**config.mk**
```make
export PLATFORM = sky130hd
export DESIGN_NAME = cfg_stream_parser
export DESIGN_NICKNAME = d
export VERILOG_FILES = /design/src/rtl/cfgp_pkg.sv /design/src/rtl/cfgp_sync_hunt.sv /design/src/rtl/cfgp_crc_accum.sv /design/src/rtl/cfgp_pkt_fsm.sv /design/src/rtl/cfg_stream_parser.sv
export SDC_FILE = /design/constraint.sdc
export NUM_CORES = 1
export LEC_CHECK = 0
export ABC_CLOCK_PERIOD_IN_PS = 9400
export BUFFER_PORTS_ARGS = -buffer_cell sky130_fd_sc_hd__buf_4
export CELL_PAD_IN_SITES_DETAIL_PLACEMENT = 2
export CELL_PAD_IN_SITES_GLOBAL_PLACEMENT = 2
export CORE_AREA = 3 3 134 136
export DETAILED_ROUTE_END_ITERATION = 8
export DIE_AREA = 0 0 137 139
export PLACE_DENSITY = 0.89
export SLEW_MARGIN = 20
export SYNTH_ARGS = -nofsm -noshare
export SYNTH_HDL_FRONTEND = slang
export SYNTH_SLANG_ARGS = --single-unit
```
**constraint.sdc**
```tcl
create_clock -name clk -period 9.4 [get_ports clk]
set_clock_uncertainty 0.15 [all_clocks]
set_input_delay 2.35 -clock clk [delete_from_list [all_inputs] [get_ports clk]]
set_output_delay 2.35 -clock clk [all_outputs]
set_load 0.02 [all_outputs]
```
**src/rtl/cfgp_pkg.sv**
```systemverilog
package cfgp_pkg;
  localparam int WORD_W   = 16;
  localparam int ADDR_W   = 6;
  localparam int CNT1_W   = 5;
  localparam int CNT2_W   = 11;
  localparam int CRC_W    = 2 * WORD_W;
  localparam int CRC_IN_W = ADDR_W + WORD_W;

  localparam logic [2:0]        KIND_T1  = 3'b001;
  localparam logic [2:0]        KIND_T2  = 3'b010;
  localparam logic [1:0]        OP_WRITE = 2'b10;
  localparam logic [ADDR_W-1:0] CRC_ADDR = '0;

  typedef enum logic [2:0] {
    ST_HUNT, ST_HDR, ST_DATA, ST_CHK, ST_END
  } pst_t;

  function automatic logic [CRC_W-1:0] crc_fold(
    input logic [CRC_W-1:0]    seed,
    input logic [CRC_IN_W-1:0] bits,
    input logic [CRC_W-1:0]    poly
  );
    logic [CRC_W-1:0] acc;
    logic             fb;
    acc = seed;
    for (int i = CRC_IN_W - 1; i >= 0; i--) begin
      fb  = acc[CRC_W-1] ^ bits[i];
      acc = {acc[CRC_W-2:0], 1'b0};
      if (fb) acc = acc ^ poly;
    end
    return acc;
  endfunction
endpackage

```
**src/rtl/cfgp_sync_hunt.sv**
```systemverilog
module cfgp_sync_hunt
  import cfgp_pkg::*;
#(
  parameter logic [CRC_W-1:0] SYNC_PATTERN = 32'hAA995566
) (
  input  logic              clk,
  input  logic              rst_n,
  input  logic              take,
  input  logic [WORD_W-1:0] word,
  output logic              hit,
  output logic              locked
);
  localparam logic [WORD_W-1:0] PAT_HI = SYNC_PATTERN[CRC_W-1:WORD_W];
  localparam logic [WORD_W-1:0] PAT_LO = SYNC_PATTERN[WORD_W-1:0];

  logic [WORD_W-1:0] prev_word;
  logic              prev_ok;

  assign hit = take && !locked && prev_ok &&
               (prev_word == PAT_HI) && (word == PAT_LO);

  always_ff @(posedge clk or negedge rst_n) begin
    if (!rst_n) begin
      prev_word <= '0;
      prev_ok   <= 1'b0;
      locked    <= 1'b0;
    end else begin
      if (take && !locked) begin
        prev_word <= word;
        prev_ok   <= 1'b1;
      end
      if (hit) locked <= 1'b1;
    end
  end
endmodule

```
**src/rtl/cfgp_crc_accum.sv**
```systemverilog
module cfgp_crc_accum
  import cfgp_pkg::*;
#(
  parameter logic [CRC_W-1:0] CRC_POLY = 32'h04C11DB7
) (
  input  logic              clk,
  input  logic              rst_n,
  input  logic              upd,
  input  logic              clr,
  input  logic [ADDR_W-1:0] addr,
  input  logic [WORD_W-1:0] data,
  output logic [CRC_W-1:0]  crc
);
  logic [CRC_W-1:0] crc_next;

  always_comb begin
    crc_next = crc;
    if (clr)      crc_next = '0;
    else if (upd) crc_next = crc_fold(crc, {addr, data}, CRC_POLY);
  end

  always_ff @(posedge clk or negedge rst_n) begin
    if (!rst_n) crc <= '0;
    else        crc <= crc_next;
  end
endmodule

```
**src/rtl/cfgp_pkt_fsm.sv**
```systemverilog
module cfgp_pkt_fsm
  import cfgp_pkg::*;
(
  input  logic              clk,
  input  logic              rst_n,
  input  logic              take,
  input  logic [WORD_W-1:0] word,
  input  logic              last,
  input  logic              hit,
  input  logic [CRC_W-1:0]  crc_now,
  output logic              accepting,
  output logic              crc_upd,
  output logic              crc_clr,
  output logic [ADDR_W-1:0] cur_addr,
  output logic              wr_strobe,
  output logic [ADDR_W-1:0] wr_addr,
  output logic [WORD_W-1:0] wr_data,
  output logic              crc_error,
  output logic              fmt_error,
  output logic              incomplete_error,
  output logic              done
);
  pst_t              st, st_go, st_n;
  logic [CNT2_W-1:0] rem, rem_n;
  logic [ADDR_W-1:0] addr_n;
  logic [WORD_W-1:0] hi_q, hi_n;
  logic              half_q, half_n;
  logic              clean_q, clean_n;
  logic              fire, chk_ok, chk_bad, fmt_hit;
  logic              tail_ok, crc_err_n;

  wire [2:0]        h_kind = word[15:13];
  wire [1:0]        h_op   = word[12:11];
  wire [ADDR_W-1:0] h_addr = word[10:5];
  wire [CNT1_W-1:0] h_cnt1 = word[CNT1_W-1:0];
  wire [CNT2_W-1:0] h_cnt2 = word[CNT2_W-1:0];

  assign accepting = (st != ST_END);

  always_comb begin
    st_go   = st;
    rem_n   = rem;
    addr_n  = cur_addr;
    hi_n    = hi_q;
    half_n  = half_q;
    clean_n = clean_q;
    fire    = 1'b0;
    chk_ok  = 1'b0;
    chk_bad = 1'b0;
    fmt_hit = 1'b0;
    if (take) begin
      unique case (st)
        ST_HUNT: if (hit) st_go = ST_HDR;
        ST_HDR: begin
          if (h_kind == KIND_T1) begin
            addr_n = h_addr;
            if (h_op == OP_WRITE && h_cnt1 != '0) begin
              rem_n  = {{(CNT2_W-CNT1_W){1'b0}}, h_cnt1};
              half_n = 1'b0;
              st_go  = (h_addr == CRC_ADDR) ? ST_CHK : ST_DATA;
            end
          end else if (h_kind == KIND_T2) begin
            if (h_cnt2 != '0) begin
              rem_n  = h_cnt2;
              half_n = 1'b0;
              st_go  = (cur_addr == CRC_ADDR) ? ST_CHK : ST_DATA;
            end
          end else begin
            fmt_hit = 1'b1;
          end
        end
        ST_DATA: begin
          fire    = 1'b1;
          clean_n = 1'b0;
          rem_n   = rem - 1'b1;
          if (rem == CNT2_W'(1)) st_go = ST_HDR;
        end
        ST_CHK: begin
          if (!half_q) begin
            hi_n   = word;
            half_n = 1'b1;
          end else begin
            half_n = 1'b0;
            if ({hi_q, word} == crc_now) begin
              chk_ok  = 1'b1;
              clean_n = 1'b1;
            end else begin
              chk_bad = 1'b1;
              clean_n = 1'b0;
            end
          end
          rem_n = rem - 1'b1;
          if (rem == CNT2_W'(1)) st_go = ST_HDR;
        end
        default: st_go = st;
      endcase
    end
    st_n      = (take && last) ? ST_END : st_go;
    tail_ok   = (st_go == ST_HDR) && clean_n;
    crc_err_n = crc_error || chk_bad;
  end

  assign crc_upd = fire;
  assign crc_clr = chk_ok;

  always_ff @(posedge clk or negedge rst_n) begin
    if (!rst_n) begin
      st               <= ST_HUNT;
      rem              <= '0;
      cur_addr         <= '0;
      hi_q             <= '0;
      half_q           <= 1'b0;
      clean_q          <= 1'b0;
      wr_strobe        <= 1'b0;
      wr_addr          <= '0;
      wr_data          <= '0;
      crc_error        <= 1'b0;
      fmt_error        <= 1'b0;
      incomplete_error <= 1'b0;
      done             <= 1'b0;
    end else begin
      st        <= st_n;
      rem       <= rem_n;
      cur_addr  <= addr_n;
      hi_q      <= hi_n;
      half_q    <= half_n;
      clean_q   <= clean_n;
      wr_strobe <= fire;
      if (fire) begin
        wr_addr <= cur_addr;
        wr_data <= word;
      end
      crc_error <= crc_err_n;
      if (fmt_hit) fmt_error <= 1'b1;
      if (take && last && !crc_err_n) begin
        if (tail_ok) done             <= 1'b1;
        else         incomplete_error <= 1'b1;
      end
    end
  end
endmodule

```
**src/rtl/cfg_stream_parser.sv**
```systemverilog
module cfg_stream_parser
  import cfgp_pkg::*;
#(
  parameter logic [CRC_W-1:0] SYNC_PATTERN = 32'hAA995566,
  parameter logic [CRC_W-1:0] CRC_POLY     = 32'h04C11DB7
) (
  input  logic              clk,
  input  logic              rst_n,
  input  logic              in_valid,
  output logic              in_ready,
  input  logic [WORD_W-1:0] in_word,
  input  logic              in_last,
  output logic              sync_found,
  output logic              wr_strobe,
  output logic [ADDR_W-1:0] wr_addr,
  output logic [WORD_W-1:0] wr_data,
  output logic              crc_error,
  output logic              fmt_error,
  output logic              incomplete_error,
  output logic              done
);
  logic              take, hit, locked;
  logic              crc_upd, crc_clr;
  logic [ADDR_W-1:0] cur_addr;
  logic [CRC_W-1:0]  crc_now;

  assign take       = in_valid && in_ready;
  assign sync_found = locked;

  cfgp_sync_hunt #(.SYNC_PATTERN(SYNC_PATTERN)) u_sync (
    .clk    (clk),
    .rst_n  (rst_n),
    .take   (take),
    .word   (in_word),
    .hit    (hit),
    .locked (locked)
  );

  cfgp_crc_accum #(.CRC_POLY(CRC_POLY)) u_crc (
    .clk   (clk),
    .rst_n (rst_n),
    .upd   (crc_upd),
    .clr   (crc_clr),
    .addr  (cur_addr),
    .data  (in_word),
    .crc   (crc_now)
  );

  cfgp_pkt_fsm u_fsm (
    .clk              (clk),
    .rst_n            (rst_n),
    .take             (take),
    .word             (in_word),
    .last             (in_last),
    .hit              (hit),
    .crc_now          (crc_now),
    .accepting        (in_ready),
    .crc_upd          (crc_upd),
    .crc_clr          (crc_clr),
    .cur_addr         (cur_addr),
    .wr_strobe        (wr_strobe),
    .wr_addr          (wr_addr),
    .wr_data          (wr_data),
    .crc_error        (crc_error),
    .fmt_error        (fmt_error),
    .incomplete_error (incomplete_error),
    .done             (done)
  );
endmodule

```
=== Yosys cells after proc, flatten, opt, wreduce, memory -nomap -nowiden ===
Index checks and enable logic that the tools add are counted.

* Bits in registers: 115
* Output and inout port bits: 29
* Word-level logic and storage cells: 211

* Add/subtract/negate cells: 1
* Equality and inequality tests: 15
* Muxes and demuxes: 105
* Bitwise operators: 46
* Reductions and logical operators: 27

{| class="wikitable"
|+ Operators by type and width
! operator !! count
|-
| 32-bit 2-to-1 mux || 44
|-
| 27-bit 2-to-1 mux || 22
|-
| 14-bit NOT || 22
|-
| 11-bit 2-to-1 mux || 4
|-
| 32-bit == test || 1
|-
| 3-bit 2-to-1 mux || 8
|-
| 1-bit 2-to-1 mux || 23
|-
| 11-bit case mux with 2 select lines || 1
|-
| 1-bit XOR || 22
|-
| 16-bit by 15-bit == test with 1-bit output (second input constant) || 1
|-
| 16-bit == test (second input constant) || 1
|-
| 6-bit zero test || 2
|-
| 11-bit by 1-bit == test with 1-bit output (second input constant) || 1
|-
| 11-bit nonzero test || 1
|-
| 11-bit by 1-bit subtractor with 11-bit output (second input constant) || 1
|-
| 5-bit AND reduction || 2
|-
| 3-bit by 1-bit == test with 1-bit output (second input constant) || 3
|-
| 3-bit by 2-bit == test with 1-bit output (second input constant) || 3
|-
| 1-bit logical AND || 9
|-
| 3-bit case mux with 3 select lines || 1
|-
| 3-bit by 1-bit inequality test with 1-bit output (second input constant) || 2
|-
| 3-bit inequality test (second input constant) || 2
|-
| 3-bit AND reduction || 2
|-
| 2-bit nonzero test || 3
|-
| other kinds (9) || 13
|}

=== Longest topological paths before layout ===
Gate-level depths: netlist (run 1).

* Word-level depth: 90
* Depth in mapped cells: 11
* Gate-level depth less buffers: 8

=== Hierarchy ===
A second synthesis (run 1) with hierarchy kept.

* Cells, all modules: 638
* Area total of the unflattened synthesis: 7489.7 um^2

{| class="wikitable"
|+ By module, submodules not included
! module !! times used !! cells an instance !! area an instance (um^2)
|-
| cfgp_crc_accum || 1 || 298 || 3375.7
|-
| cfgp_pkt_fsm || 1 || 287 || 3273.1
|-
| cfgp_sync_hunt || 1 || 52 || 834.6
|-
| cfg_stream_parser || 1 || 1 || 6.3
|}

=== Least setup slack after synthesis (run 1) ===
OpenSTA, ideal clock, no wires.

* Path kind: input port to flip-flop
* From: in in_word[12]
* To: reg u_crc.crc[10]
* Library setup time: 0.131 ns
* Arrival: 4.761 ns
* Data required time: 9.119 ns
* Path slack: 4.357 ns
* Stages on the path: 9
* Cells stage by stage: clkbuf_1 xnor2_1 xnor3_1 xor2_1 xnor2_1 xnor2_4 xnor3_1 xnor2_1 o21ai_1

* Longest elaborated chain between the ends: 40
* Elaborated cells on any way between the ends: 56
* Classes of those cells: 1 x eq/ne; 42 x mux; 12 x bitwise; 1 x reduce/logical

{| class="wikitable"
|+ Ends and longest elaborated chain
! what !! line !! RTL
|-
| start, declared || cfg_stream_parser.sv:11 || <nowiki>input logic [WORD_W-1:0] in_word,</nowiki>
|-
| 1-bit XOR || cfgp_pkg.sv:27 || <nowiki>fb = acc[CRC_W-1] ^ bits[i];</nowiki>
|-
| 27-bit 2-to-1 mux || cfgp_pkg.sv:29 || <nowiki>if (fb) acc = acc ^ poly;</nowiki>
|-
| 32-bit 2-to-1 mux || cfgp_crc_accum.sv:19 || <nowiki>else if (upd) crc_next = crc_fold(crc, {addr, data}, CRC_POLY);</nowiki>
|-
| 32-bit 2-to-1 mux || cfgp_crc_accum.sv:18 || <nowiki>if (clr) crc_next = '0;</nowiki>
|-
| 32-bit 2-to-1 mux || cfgp_crc_accum.sv:19 ||
|-
| 32-bit 2-to-1 mux || cfgp_crc_accum.sv:18 ||
|-
| 32-bit 2-to-1 mux || cfgp_crc_accum.sv:19 ||
|-
| 32-bit 2-to-1 mux || cfgp_crc_accum.sv:18 ||
|-
| [24 not listed] || n/a ||
|-
| 32-bit 2-to-1 mux || cfgp_crc_accum.sv:18 ||
|-
| 27-bit 2-to-1 mux || cfgp_pkg.sv:29 ||
|-
| 32-bit 2-to-1 mux || cfgp_crc_accum.sv:19 ||
|-
| 32-bit 2-to-1 mux || cfgp_crc_accum.sv:18 ||
|-
| 14-bit NOT (no source line) || n/a ||
|-
| 27-bit 2-to-1 mux || cfgp_pkg.sv:29 ||
|-
| 32-bit 2-to-1 mux || cfgp_crc_accum.sv:19 ||
|-
| 32-bit 2-to-1 mux || cfgp_crc_accum.sv:18 ||
|-
| end signal, assigned || cfgp_crc_accum.sv:24 || <nowiki>else crc <= crc_next;</nowiki>
|-
| end, declared || cfgp_crc_accum.sv:12 || <nowiki>output logic [CRC_W-1:0] crc</nowiki>
|}

Several ways; a longest one is shown, not always the timed one. The select of a mux whose other input is x is not followed.
A chain may end at the register's enable or synchronous reset.

=== Final worst setup path (run 1) ===
* From: in in_word[14]
* To: reg u_crc.crc[16]

* Longest elaborated chain between the ends: 54
* Elaborated cells on any way between the ends: 65
* Classes of those cells: 1 x eq/ne; 49 x mux; 14 x bitwise; 1 x reduce/logical

{| class="wikitable"
|+ Ends and longest elaborated chain
! what !! line
|-
| 1-bit XOR || cfgp_pkg.sv:27
|-
| 27-bit 2-to-1 mux || cfgp_pkg.sv:29
|-
| 32-bit 2-to-1 mux || cfgp_crc_accum.sv:19
|-
| 32-bit 2-to-1 mux || cfgp_crc_accum.sv:18
|-
| 27-bit 2-to-1 mux || cfgp_pkg.sv:29
|-
| 32-bit 2-to-1 mux || cfgp_crc_accum.sv:19
|-
| 32-bit 2-to-1 mux || cfgp_crc_accum.sv:18
|-
| 14-bit NOT (no source line) || n/a
|-
| [38 not listed] || n/a
|-
| 32-bit 2-to-1 mux || cfgp_crc_accum.sv:18
|-
| 27-bit 2-to-1 mux || cfgp_pkg.sv:29
|-
| 32-bit 2-to-1 mux || cfgp_crc_accum.sv:19
|-
| 32-bit 2-to-1 mux || cfgp_crc_accum.sv:18
|-
| 14-bit NOT (no source line) || n/a
|-
| 27-bit 2-to-1 mux || cfgp_pkg.sv:29
|-
| 32-bit 2-to-1 mux || cfgp_crc_accum.sv:19
|-
| 32-bit 2-to-1 mux || cfgp_crc_accum.sv:18
|}

Several ways; a longest one is shown, not always the timed one. The select of a mux whose other input is x is not followed.

==> results of run 1 <==
[per-layer routing]
layer | GRT usage (%) | up-vias
li1 | - | 2384
met1 | 36.0 | 2984
met2 | 57.7 | 236
met3 | 7.62 | 119
met4 | 21.0 | 0
met5 | 0 | -
[power by group]
part	switching (W)	total (W)	internal (W)	leakage, nW
logic	0.000280	0.000502	0.000221	1.97
registers	0.0000171	0.000538	0.000521	1.55
clock network	0.000263	0.000687	0.000424	0.291
total	0.000560	0.00173	0.00117	3.81
[registers in the layout, indices dropped and copies added, names as in the netlist, 3 cells and up]
signal and flops:
u_crc.crc 32, u_fsm.cur_addr 6, u_fsm.wr_data 16, u_sync.prev_word 16
u_fsm.st 3, u_fsm.hi_q 16, u_fsm.wr_addr 6, u_fsm.rem 11
[worst max-delay path by stage]
stage,from,to,slack (ns),depth (start not counted)
2_1_floorplan,in_word[12],u_crc.crc[10],4.36,9
3_3_place_gp,in_word[12],u_crc.crc[7],4.03,9
3_5_place_dp,in_word[14],u_crc.crc[16],3.81,9
4_1_cts,in_word[14],u_crc.crc[16],4.17,9
5_1_grt,in_word[14],u_crc.crc[16],4.05,9
6_report,in_word[14],u_crc.crc[16],4.14,9
[cells by family (layout without fill, tap and decap cells)]
| kind of cell | count (synthesis) | count (layout) | synth area share (%) |
|---|---|---|---|
| xor+xnor | 223 | 223 | 34.4 |
| simple gates | 188 | 188 | 11.6 |
| flops | 115 | 115 | 38.7 |
| compound gates | 84 | 84 | 6.88 |
| buf+inv | 44 | 94 | 2.25 |
| mux | 38 | 38 | 5.75 |
| fa+ha+maj | 2 | 2 | 0.336 |
[cells in the final DEF, fill, tap and decap left out, drive strengths merged, types with 17 or more instances in the layout]
| master | netlist | final |
|---|---|---|
| xnor3 | 17 | 17 |
| dfrtp | 115 | 115 |
| nor2 | 29 | 29 |
| o21ai | 41 | 41 |
| buf | 4 | 55 |
| xor2 | 39 | 39 |
| mux2 | 38 | 38 |
| nand2 | 104 | 104 |
| xnor2 | 167 | 167 |
| clkbuf | 33 | 20 |
[cell type report]
type	instances	area, sq um
fillers	1762	8460
multi-input cells	535	4390
flip-flops and latches	115	2880
clock buffers	20	447
repair buffers	55	417
well taps	225	282
clock inverters	12	155
inverters	7	26.3
[critical path, delay by kind of cell]
kind	cells	cell delay, ns
XOR/XNOR	7	2.81
buffers and inverters	1	0.16
AO/OA/AOI/OAI	1	0.07
[per-stage QoR]
| step | instance area (sq um) | power, W |
|---|---|---|
| after global placement | 7990 | 0.000991 |
| final | 8590 | 0.00173 |
| after floorplan | 7440 | 0.000901 |
| after detailed placement | 7990 | 0.00103 |
| after global routing | 8590 | 0.00178 |
| after CTS | 8590 | 0.00173 |
==> impl_metrics.toml, run 1 <==
[status]
status = "completed"

[die]
die_h_um = 139
num_rows = 48
die_x_um = 137
fp.dieArea_sq_mm = 0.0190
core_area_sq_mm = 0.0171
io_pins = 49
initial_utilization_pct = 43.6

[clocking]
ctsRootBufferMaster = "clkbuf_16"
post_cts_buffers = 0
insertion_delay_ns = 0.44
ctsHoldBuffers = 0
cts_max_path_buffers = 2
cts_resized = 0
numCtsBuffers = 17
cts_tree = "yes"
htree_levels = 4
cts_sinks = 115
clkSlewWorstSetupHoldPaths_ns = 0.06

[worst_setup_path]
crit_chain = "buf_4 > xnor2_1 > xnor3_2 > xor2_4 > xor2_2 > xor2_1 > xnor3_1 > xnor2_1 > o21ai_1"
r2r_slack_ns = 5.56
rr_startpoint = "u_crc.crc[30]"
path_class = "primary input to flip-flop"
slowest_stage = "xnor2_1"
reg2regPathDepth = 8
crit_required_ns = 9.55
timing.rr.end = "u_crc.crc[16]"
crit_fanout = 8
critPathLaunchType = "primary input"
cp_data_arrival_time_ns = 5.41
cp-end-kind = "flip-flop"
max_stage_delay_ns = 0.65
critPathMostFrequentCell = "xnor2_1"

[global_routing]
grt_pass1_vias = 6776
grt_max_degree = 80
antenna_found_initial = 0
grt_pass1_wl_mm = 45.4
grt_overflow_total = 0
grt_use_total_pct = 33.2

[worst_hold_path]
hold_path_class = "flip-flop to flip-flop"
min_to = "u_fsm.done"
holdPathStages = 1
hp-start = "u_fsm.done"

[sta]
finalSetupViolCount = 0
rsz0062_at_grt = "false"
relSlewSlack_pct = 47.0
finalWorstSetupSlack_ns = 4.14
layout_min_cycle_time_ns = 5.26
worst_pin_slew_ns = 0.789
finalMaxSlewViolations = 0
fin_tns_setup_ns = 0
hold_slack_ns = 0.320
min_period_over_period_pct = 55.9
timing.fmax_mhz = 190
hold_viol = 0

[synth]
synth_cell_type_count = 52
yosys-top-cells-area = "dfrtp_1 39%, xnor2_1 17%, mux2_2 5.8%"
syn_area_sq_mm = 0.00744
synth_seq_cells = 115
synth-seq-area-share_pct = 38.7
ys_top_cells_by_count = "145 x xnor2_1, 115 x dfrtp_1, 104 x nand2_1"
synth-edff-count = 0
synthArstFlopShare_pct = 100
netlist_instances = 694
synth_most_common_cell = "xnor2_1"
synth-main-ff-cell = "dfrtp_1"
synth_top_area_cell = "dfrtp_1"
syn_avg_cell_area_sq_um = 10.7
synth_top_area_share_pct = 38.7
syn_nets = 716
yosysWarnings = 0

[routing]
routed.top_layer = "met4"
wl_per_cell_um = 31.2
drtAntennaViolNets = 0
route.met3.wl_mm = 1.47
routed_via_density = 5.91
drc = 0
met1_length_mm = 10.9
vias = 5723
drt-pass1-iter-count = 5
totalWireLength_mm = 30.2
drt_iter0_drc = 299
wl_met2_mm = 15.8

[pwr]
p_leak_nw = 3.81
ir_drop_mv = 0.142
power_density_mw_per_mm2 = 201

[cells_and_area]
nets = 753
fin_util_pct = 50.4
syn2layout_area_growth_pct = 15.6
drive_above_1_share_pct = 23.0
final_cells = 969
diodes = 0

[placed_design]
hpwlAfterDp_mm = 19.8
pre_cts_ws_ns = 3.81
portBuffers = 48
placed_cells = 937
gp_congestion = 0.968

[flow_run]
drv_cap = 0
Note: power is estimated with default switching activity, not from simulation.
==> run 2, diff against run 1 <==
Settings changed: ABC_AREA set to 1, ABC_CLOCK_PERIOD_IN_PS 9400 to 4250, CORE_AREA 3 3 134 136 to 3 3 162 164, DIE_AREA 0 0 137 139 to 0 0 165 167, PLACE_DENSITY 0.89 to 0.81.
Clock period 9.4 ns to 4.25 ns, I/O delays scaled along.
==> impl_metrics.toml, run 2 <==
[worst_setup_path]
timing.rr.end = "u_crc.crc[15]"
crit_required_ns = 4.40
crit_fanout = 13
slowest_stage = "a21oi_1"
max_stage_delay_ns = 0.80
reg2regPathDepth = 17
cp_data_arrival_time_ns = 3.75
crit_path_end = "u_fsm.rem[9]"
crit_chain = "buf_4 > inv_1 > nand3_1 > nor3_1 > inv_1 > nand3_1 > inv_1 > nor2_1 > inv_1 > nand2_1 > nand2_1 > nand3_1 > a21oi_1 > clkinv_1 > a31oi_1 > a22oi_1"
r2r_slack_ns = 0.97
crit_buf_inv = 6
critPathTopFamily = "compound AO/OA/AOI/OAI gates"
critPathMostFrequentCell = "inv_1"
rr_startpoint = "u_fsm.cur_addr[4]"
path_class = "primary input to flip-flop"
cp.depth = 16
cp-end-kind = "flip-flop"
cp-startpoint = "in_word[4]"
critPathLaunchType = "primary input"

[cells_and_area]
mostFrequentLayoutCell = "nand2_1"
multi_input_area_sq_mm = 0.00477
seq_area_sq_mm = 0.00288
layout_common_cells = "367 x nand2_1, 115 x dfrtp_1, 100 x xor2_1, 94 x inv_1, 91 x nand3_1"
top_register = "u_crc.crc"
largest_reg_flops = 32
nets = 1203
nFillCells = 2976
drive_above_1_share_pct = 16.4
syn2layout_area_growth_pct = 16.8

[die]
initial_utilization_pct = 32.8
num_rows = 58
core_area_sq_mm = 0.0250
die_x_um = 165
fp.dieArea_sq_mm = 0.0276
io_pins = 49
die_h_um = 167

[synth]
syn_avg_cell_area_sq_um = 7.27
yosys-top-cells-area = "dfrtp_1 35%, nand2_1 17%, xor2_1 11%"
netlist_instances = 1128
synth_top_area_cell = "dfrtp_1"
synth_seq_cells = 115
synth_cell_type_count = 41
syn_nets = 1150
synth_most_common_cell = "nand2_1"
syn_area_sq_mm = 0.00821
synthArstFlopShare_pct = 100
ys_top_cells_by_count = "368 x nand2_1, 115 x dfrtp_1, 100 x xor2_1"
synth-edff-count = 0
synth-main-ff-cell = "dfrtp_1"
synth-seq-area-share_pct = 35.1
synth_top_area_share_pct = 35.1
yosysWarnings = 0

[pwr]
power_density_mw_per_mm2 = 527
p_leak_nw = 4.89
ir_drop_mv = 0.220

[sta]
finalMaxSlewViolations = 0
fin_tns_setup_ns = 0
layout_min_cycle_time_ns = 3.60
rsz0062_at_grt = "false"
finalSetupViolCount = 0
min_period_over_period_pct = 84.7
relSlewSlack_pct = 31.3
worst_pin_slew_ns = 1.03
hold_viol = 0
timing.fmax_mhz = 278
finalWorstSetupSlack_ns = 0.649

[worst_hold_path]
hold_path_class = "flip-flop to flip-flop"
hp-start = "u_fsm.done"
holdPathStages = 1

[placed_design]
portBuffers = 48
hpwlAfterDp_mm = 26.0
gp_congestion = 0.919
pre_cts_ws_ns = 0.332

[clocking]
cts_tree = "yes"
insertion_delay_ns = 0.43
cts_resized = 0
htree_levels = 4
ctsRootBufferMaster = "clkbuf_16"
numCtsBuffers = 17
clkSlewWorstSetupHoldPaths_ns = 0.06
cts_sinks = 115
cts_max_path_buffers = 2
post_cts_buffers = 0
ctsHoldBuffers = 0

[global_routing]
grt_max_degree = 78
grt_overflow_total = 0
grt_use_total_pct = 25.9
antenna_found_initial = 0
grt_pass1_wl_mm = 53.5
grt_pass1_vias = 8883

[routing]
drt-pass1-iter-count = 5
routed_via_density = 5.30
drtAntennaViolNets = 0
drc = 0
vias = 8080
totalWireLength_mm = 34.8
wl_per_cell_um = 22.8
drt_iter0_drc = 549

[flow_run]
drv_cap = 0

[status]
status = "completed"
[run 2: cell types whose count changed in the layout (fill, tap and decap cells not counted), moves of 63 or more]
cell / change
inv_1: +87
nand2_1: +263
nand3_1: +89
o21ai_0: +63
xor2_1: +71
xnor2_1: -114
[run 2: through the flow]
stage	total power (W)	instances	hold slack (ns)	area (sq um)	utilization [%]
5_1_grt	0.00537	1524	0.337	9580	38.3
4_1_cts	0.00508	1524	0.315	9580	38.2
3_3_place_gp	0.00343	1492	0.293	8980	35.9
3_5_place_dp	0.00353	1492	0.301	8980	35.9
6_report	0.00505	1525	0.310	9580	38.3
2_1_floorplan	0.00283	1128	0.290	8210	-
[run 2: worst min path at each step]
| stage | to |
|---|---|
| after CTS | u_fsm.done |
| final | u_fsm.done |
| after global placement | u_fsm.done |
| after global routing | u_fsm.done |
| after floorplan | u_sync.prev_ok |
| after detailed placement | u_fsm.done |
[run 2: logic make-up after synthesis]
family / count (synthesis) / synth area share, %
AO/OA/AOI/OAI: 125 / 8.20
XOR/XNOR: 139 / 15.7
adder cells (fa/ha/maj): 2 / 0.305
buffers and inverters: 146 / 6.91
flip-flops: 115 / 35.1
AND/OR/NAND/NOR: 601 / 33.8
[run 2: layout make-up]
cell class	count	share of cell area, %
inverter	119	4.77
timing repair buffer	61	4.91
clock inverter	14	1.72
multi-input combinational	867	49.7
tap	330	4.31
antenna	1	0.0261
clock buffer	18	4.48
sequential	115	30.0
[run 2: power breakdown]
group	switching, W	internal [W]	total (W)
combinational	0.00161	0.000735	0.00235
sequential	0.0000687	0.00114	0.00121
clock	0.000615	0.000882	0.00150
total	0.00229	0.00276	0.00505
[run 2: per-layer routing]
metal  part of all wire [%]  GRT usage (%)  up-vias
met5                      0              0        -
met4                    3.3           10.1        0
met3                    3.9           4.50       74
met2                     50           43.9      191
met1                     43           32.4     4125
li1                       -              -     3690
